### config.mk
export PLATFORM = sky130hd
export DESIGN_NAME = bias_cal_seq
export DESIGN_NICKNAME = d
export VERILOG_FILES = /design/src/rtl/bias_cal_seq.sv
export SDC_FILE = /design/constraint.sdc
export NUM_CORES = 1
export LEC_CHECK = 0
export BUFFER_PORTS_ARGS = -buffer_cell sky130_fd_sc_hd__buf_2
export CORE_MARGIN = 4
export CORE_UTILIZATION = 49
export CTS_CLUSTER_SIZE = 40
export DETAILED_ROUTE_END_ITERATION = 7
export PLACE_DENSITY_LB_ADDON = 0.08
export SYNTH_ARGS = -nofsm -noshare
export SYNTH_HDL_FRONTEND = slang
export SYNTH_SLANG_ARGS = --single-unit
### constraint.sdc
create_clock -name clk -period 4.6 [get_ports clk]
set_clock_uncertainty 0.2 [all_clocks]
set_input_delay 0.46 -clock clk [delete_from_list [all_inputs] [get_ports clk]]
set_output_delay 0.46 -clock clk [all_outputs]
set_load 0.1 [all_outputs]
### src/rtl/bias_cal_seq.sv
module bias_cal_seq #(
  parameter int N_SUB    = 21,
  parameter int CODE_W   = 5,
  parameter int SETTLE_W = 8,
  parameter int IDX_W    = $clog2(N_SUB)
) (
  input  logic                      clk,
  input  logic                      rst_n,
  input  logic                      cal_start,
  input  logic [SETTLE_W-1:0]       settle_cycles,
  output logic                      test_start,
  output logic [IDX_W-1:0]          test_sel,
  input  logic                      test_done,
  input  logic                      test_pass,
  output logic [N_SUB*CODE_W-1:0]   bias_codes,
  output logic                      cal_done,
  output logic [N_SUB-1:0]          fail_flags
);
  localparam int CODE_MAX = (1 << (CODE_W-1)) - 1;
  localparam logic [CODE_W-1:0] C_TOP = CODE_MAX[CODE_W-1:0];
  localparam logic [CODE_W-1:0] C_BOT = ~C_TOP + 1'b1;
  localparam logic [IDX_W-1:0]  LAST  = IDX_W'(N_SUB-1);

  typedef enum logic [1:0] {S_IDLE, S_SETTLE, S_LAUNCH, S_WAIT} st_t;
  st_t                 st_q;
  logic [IDX_W-1:0]    idx_q;
  logic [SETTLE_W-1:0] cnt_q;
  logic [CODE_W-1:0]   code_q [N_SUB];
  logic                done_q;
  logic [N_SUB-1:0]    fail_q;

  for (genvar g = 0; g < N_SUB; g++) begin : g_pack
    assign bias_codes[g*CODE_W +: CODE_W] = code_q[g];
  end

  wire at_top = (code_q[idx_q] == C_TOP);

  assign test_start = (st_q == S_LAUNCH);
  assign test_sel   = idx_q;
  assign cal_done   = done_q;
  assign fail_flags = fail_q;

  always_ff @(posedge clk) begin
    if (!rst_n) begin
      st_q   <= S_IDLE;
      idx_q  <= '0;
      cnt_q  <= '0;
      done_q <= 1'b0;
      fail_q <= '0;
      for (int i = 0; i < N_SUB; i++) code_q[i] <= '0;
    end else begin
      case (st_q)
        S_IDLE: if (cal_start) begin
          for (int i = 0; i < N_SUB; i++) code_q[i] <= C_BOT;
          fail_q <= '0;
          done_q <= 1'b0;
          idx_q  <= '0;
          cnt_q  <= '0;
          st_q   <= S_SETTLE;
        end
        S_SETTLE: begin
          cnt_q <= cnt_q + 1'b1;
          if (cnt_q == settle_cycles) st_q <= S_LAUNCH;
        end
        S_LAUNCH: st_q <= S_WAIT;
        S_WAIT: if (test_done) begin
          cnt_q <= '0;
          if (test_pass || at_top) begin
            if (!test_pass) fail_q[idx_q] <= 1'b1;
            if (idx_q == LAST) begin
              done_q <= 1'b1;
              st_q   <= S_IDLE;
            end else begin
              idx_q <= idx_q + 1'b1;
              st_q  <= S_SETTLE;
            end
          end else begin
            code_q[idx_q] <= code_q[idx_q] + 1'b1;
            st_q          <= S_SETTLE;
          end
        end
        default: st_q <= S_IDLE;
      endcase
    end
  end
endmodule


==> results of run 1 <==
-- cell families after synthesis --
family / after synthesis
xor+xnor: 19
flops: 202
buf+inv: 48
simple gates: 231
fa+ha+maj: 12
mux: 57
compound gates: 83
-- flip-flops by register name (all words and copies together) (netlist names), named ones only --
signal      flops
code_q        160
fail_flags     21
test_sel        5
st_q            2
cal_done        1
cnt_q           8
-- worst reg2reg max path, cell delays in order (launching register included) --
cell and delay (ns):
dfxtp_2 0.38, buf_12 0.15, mux4_1 0.62, mux4_2 0.50, mux2_2 0.30, ha_1 0.23
and3_1 0.16, ha_1 0.26, nand4bb_1 0.25, nor3_1 0.37, buf_4 0.24, nand2_1 0.16
nand2_1 0.31
-- synthesized netlist by cell type, types with 3 or more instances --
cell type and instances:
edfxtp_1 160, nor2_1 97, nand2_1 72, dfxtp_1 42, o21ai_0 42, mux4_2 36, a21oi_1 26, clkbuf_1 21
nor3_2 19, ha_1 12, inv_1 12, mux4_1 12, xnor2_1 11, buf_2 8, xor2_1 8, mux2i_1 6
nand4_1 6, nor3_1 6, and2_1 5, nand3_1 4, a31oi_1 3, and3_1 3, buf_4 3, buf_6 3
nand3b_1 3, nor2b_1 3, nor3b_1 3
-- power by group through the flow --
| stage | Combinational (µW) | Sequential [µW] | Clock [µW] |
|---|---|---|---|
| after global placement | 2860 | 2590 | 0 |
| after CTS | 2890 | 2550 | 1730 |
| after floorplan | 651 | 4190 | 0 |
| final | 2880 | 2560 | 1720 |
| after detailed placement | 2880 | 2590 | 0 |
| after global routing | 2980 | 2570 | 1820 |
-- through the flow --
stage	total power (µW)	setup WS, ns	instances	hold WS [ns]
6_report	7150	0.165	1052	0.0989
5_1_grt	7370	0.0240	1052	0.0989
4_1_cts	7170	0.0858	1052	0.0906
3_5_place_dp	5470	-0.0190	1013	0.254
3_3_place_gp	5450	0.143	1013	0.246
2_1_floorplan	4840	0.0294	652	0.300
-- worst max-delay path by stage --
| stage | slack, ns | from | end |
|---|---|---|---|
| after global routing | 0.02 | register | code_q[16][0] |
| after floorplan | 0.03 | code_q[19][0] | code_q[6][0] |
| after detailed placement | -0.02 | register | code_q[2][1] |
| after global placement | 0.14 | register | code_q[2][2] |
| final | 0.16 | register | code_q[0][0] |
| after CTS | 0.09 | register | code_q[1][3] |
-- routing by layer --
layer	part of all wire [%]	global-route usage, %	vias up
li1	-	-	2749
met1	39	34.5	3121
met2	49	41.0	354
met3	9.2	4.33	45
met4	2.0	5.95	0
met5	0	0	-
-- what timing repair did --
item / 4_1_cts / 5_1_grt
setup endpoints to repair: 5 / 63
endpoints found under the hold margin: 0 / 0
gates resized for setup: 1 / 3
-- final cells by class --
cell class | instances | share of cell area [%]
Sequential cell | 202 | 52.4
Multi-Input combinational cell | 402 | 29.2
Timing Repair Buffer | 168 | 8.91
Clock buffer | 26 | 5.24
Tap cell | 229 | 2.66
Clock inverter | 13 | 1.24
Inverter | 12 | 0.418
==> flow_summary.yaml, run 1 <==
worst_setup_path:
  reg2reg_setup_slack_ns: 0.16
  crit_arrival_ns: 4.44
  critPathMaxFanout: 11
  cpLargestDelayFamily: "multiplexers"
  crit_chain: "buf_12 > mux4_1 > mux4_2 > mux2_2 > ha_1 > and3_1 > ha_1 > nand4bb_1 > nor3_1 > buf_4 > nand2_1 > nand2_1"
  crit_path_start_kind: "register"
  path_class: "register to register"
  critical-path-max-stage-delay_ns: 0.61
  critPathRequiredTime_ns: 4.60
  critPathBufInv: 2
  crit_cells: 12
  slowest_stage: "mux4_1"
  r2r_end: "code_q[0][0]"
  critPathCaptureType: "register"
  reg2regPathDepth: 12
finish:
  mostFrequentLayoutCell: "edfxtp_1"
  ff_latch_area_mm2: 0.00565
  finish.instance_area_mm2: 0.0108
  n_antenna_cell: 0
  fin_util_pct: 59.9
  area_growth_pct: 19.7
  nNetsFinal: 833
  final_cell_mix: "160 x edfxtp_1, 145 x buf_2, 95 x nor2_1"
  drive_above_1_share_pct: 32.8
  fillers: 1438
  multi_input_area_mm2: 0.00315
power:
  sequentialPowerShare_pct: 35.7
  p_comb_share_pct: 40.3
  cellLeakagePower_uw: 0.00416
  switching_share_pct: 47.0
  p_sw_uw: 3360
  ir_worst_vdd_mv: 0.507
  pwr-share-clk_pct: 24.0
  p_int_uw: 3790
  p_per_area_mw_per_mm2: 663
floorplanning:
  die_w_um: 144
  fp-row-count: 49
  start_util_pct: 50.0
  die_h_um: 144
  num_io_pins: 146
  coreArea_mm2: 0.0180
  dieArea_mm2: 0.0206
worst_hold_path:
  hp-start: "rst_n"
  hp-class: "input port to register"
  hold_end: "test_sel[0]"
  min_delay_path_depth: 2
job:
  maxCapViolCount: 0
sta:
  worst_slew_margin_rel_pct: 15.2
  fmax_ghz: 0.225
  maxSlewViolCount: 0
  tns_ns: 0
  finalHoldViolations: 0
  min_period_ns: 4.44
  rsz0062_at_grt: "false"
  setup_violations: 0
  finalCritPeriodShare_pct: 96.4
  tightest_slew_ns: 1.26
synth:
  ys_ff_latch: 202
  yosysTopAreaCell: "edfxtp_1"
  netlist_instances: 652
  synth-edff-count: 160
  synth_xor_area_share_pct: 1.85
  synthMuxAreaShare_pct: 13.6
  netlist.area_leader.share_pct: 53.3
  yosys-top-cells-area: "edfxtp_1 53%, dfxtp_1 9.3%, mux4_2 9.0%"
  syn-num-nets: 677
  avgSynthCellArea_um2: 13.8
  synthArstFlopShare_pct: 0
  syn-cell-area_mm2: 0.00901
  ys_seq_area_share_pct: 62.7
  ys.flop_type: "edfxtp_1"
  ys_warn_count: 0
  synth_simple_gate_area_share_pct: 12.4
  synth_adder_area_share_pct: 1.67
  synth_compound_area_share_pct: 5.18
  synth.distinct_cells: 45
  synth_top_family_by_area: "multiplexers"
grt:
  overflow: 0
  grt_max_degree: 29
  antenna_found_initial: 0
  grt_pass1_wl_um: 38000
  track_usage_pct: 24.7
  grt_pass1_vias: 6175
detailed_routing:
  wl_per_cell_um: 24.3
  finalWirelength_um: 25600
  drc: 0
  vias: 6269
  routed_via_density: 5.96
  drt_iter0_markers: 718
  drt_first_pass_iters: 5
  ant_nets: 0
clock_network:
  cts_hold_buf: 0
  root_buffer: "clkbuf_16"
  clock_path_buffers: 3
  worstSkewPairLatency_ns: 0.52
  tritoncts: "done"
  clkTransAtPathRegs_ns: 0.06
  cts_sinks: 202
  numCtsBuffers: 22
  cts_htree_levels: 1
  postCtsSetupBuffers: 0
placed_design:
  place_area_mm2: 0.0101
  portBuffers: 145
  dp_hpwl_um: 18500
  gp_congestion: 0.861
run_status:
  status: "finished clean"
(Power assumes the default switching activity.)
==> run 2: changes to the inputs <==
--- a/config.mk
+++ b/config.mk
@@ -8,6 +8,7 @@
 export BUFFER_PORTS_ARGS = -buffer_cell sky130_fd_sc_hd__buf_2
 export CORE_MARGIN = 4
 export CORE_UTILIZATION = 49
+export CTS_BUF_LIST = sky130_fd_sc_hd__clkbuf_4 sky130_fd_sc_hd__clkbuf_8 sky130_fd_sc_hd__clkbuf_16
 export CTS_CLUSTER_SIZE = 40
 export DETAILED_ROUTE_END_ITERATION = 7
 export PLACE_DENSITY_LB_ADDON = 0.08
==> flow_summary.yaml, run 2 (same netlist as run 1, synthesis figures left out) <==
sta:
  finalHoldWorstSlack_ns: 0.108
  maxSlewViolCount: 0
  tns_ns: 0
  fmax_ghz: 0.226
  tightest_slew_ns: 1.21
  fin_ws_ns: 0.176
  min_period_ns: 4.42
  worst_slew_margin_rel_pct: 18.6
  setup_violations: 0
  rsz0062_at_grt: "false"
  finalCritPeriodShare_pct: 96.2
  finalHoldViolations: 0
finish:
  drive_above_1_share_pct: 33.3
  area_growth_pct: 19.9
  nNetsFinal: 833
  n_antenna_cell: 0
  mostFrequentLayoutCell: "edfxtp_1"
  regMostFlops: "code_q"
  final_cell_mix: "160 x edfxtp_1, 145 x buf_2, 95 x nor2_1"
  largest_register_ffs: 160
  fin_util_pct: 59.9
  fillers: 1437
placed_design:
  dp_hpwl_um: 18500
  pre_cts_ws_ns: -0.0190
  gp_congestion: 0.861
  portBuffers: 145
power:
  power.total_uw: 7180
  ir_worst_vdd_mv: 0.507
  p_sw_uw: 3360
  pwr-share-clk_pct: 24.2
  sequentialPowerShare_pct: 35.6
  p_int_uw: 3820
  cellLeakagePower_uw: 0.00417
  p_per_area_mw_per_mm2: 664
  switching_share_pct: 46.8
  p_comb_share_pct: 40.1
clock_network:
  postCtsSetupBuffers: 0
  clock_path_buffers: 3
  numCtsBuffers: 22
  cts_resized: 1
  tritoncts: "done"
  cts_hold_buf: 0
  cts_sinks: 202
  cts_htree_levels: 1
  root_buffer: "clkbuf_16"
  clkTransAtPathRegs_ns: 0.06
  worstSkewPairLatency_ns: 0.51
worst_setup_path:
  reg2reg_setup_slack_ns: 0.18
  crit_path_start_kind: "register"
  critPathMaxFanout: 21
  critPathRequiredTime_ns: 4.60
  reg2regPathDepth: 12
  r2r_end: "code_q[0][0]"
  critPathCaptureType: "register"
  path_class: "register to register"
  endpoint: "code_q[0][0]"
  crit_arrival_ns: 4.42
detailed_routing:
  routed_via_density: 5.93
  drc: 0
  drt_iter0_markers: 712
  wl_per_cell_um: 24.2
  ant_nets: 0
  finalWirelength_um: 25500
  drt_first_pass_iters: 5
  vias: 6237
worst_hold_path:
  min_delay_path_depth: 2
  hp-class: "input port to register"
floorplanning:
  coreArea_mm2: 0.0180
  start_util_pct: 50.0
  die_w_um: 144
  num_io_pins: 146
  dieArea_mm2: 0.0206
  die_h_um: 144
  fp-row-count: 49
grt:
  grt_pass1_wl_um: 38000
  antenna_found_initial: 0
  grt_max_degree: 29
  overflow: 0
  track_usage_pct: 24.8
  grt_pass1_vias: 6173
job:
  maxCapViolCount: 0
run_status:
  status: "finished clean"
==> run 2: layout make-up <==
type / instances / area (µm²) / area share (%)
Tap cell: 229 / 287 / 2.65
Multi-Input combinational cell: 402 / 3150 / 29.1
Inverter: 12 / 45.0 / 0.417
Sequential cell: 202 / 5650 / 52.3
Clock inverter: 13 / 134 / 1.24
Timing Repair Buffer: 168 / 961 / 8.90
Clock buffer: 26 / 581 / 5.37
==> run 2: per-stage QoR <==
stage          instances  area [µm²]
2_1_floorplan        652        9010
3_3_place_gp        1013       10100
3_5_place_dp        1013       10100
4_1_cts             1052       10800
5_1_grt             1052       10800
6_report            1052       10800
==> run 2: worst min-delay path by stage <==
stage	start	endpoint	slack [ns]
2_1_floorplan	cnt_q[7]	cnt_q[7]	0.30
3_3_place_gp	fail_flags[12]	fail_flags[12]	0.25
3_5_place_dp	cal_done	cal_done	0.25
4_1_cts	rst_n	test_sel[0]	0.09
5_1_grt	rst_n	register	0.1
6_report	rst_n	test_sel[0]	0.11
==> run 2: critical path: stages (launching register included) <==
cell and delay (ns):
dfxtp_2 0.38, buf_12 0.19, mux4_1 0.56, mux4_2 0.47
mux2_4 0.30, ha_1 0.24, and3_1 0.16, ha_1 0.26
nand4bb_1 0.25, nor3_1 0.38, buf_4 0.24, nand2_1 0.16
nand2_1 0.31
==> run 2: power groups by stage <==
| stage | combinational (µW) | clock [µW] | sequential (µW) |
|---|---|---|---|
| 5_1_grt | 2980 | 1840 | 2570 |
| 6_report | 2880 | 1740 | 2560 |
| 2_1_floorplan | 651 | 0 | 4190 |
| 4_1_cts | 2890 | 1750 | 2550 |
| 3_3_place_gp | 2860 | 0 | 2590 |
| 3_5_place_dp | 2880 | 0 | 2590 |
==> run 2: per-layer routing <==
layer / global-route usage [%] / wire [µm] / vias to the layer above
li1: - / - / 2752
met2: 41.0 / 12500 / 309
met4: 5.80 / 498 / 0
met3: 4.33 / 2160 / 48
met5: 0 / 0 / -
met1: 34.6 / 10300 / 3128
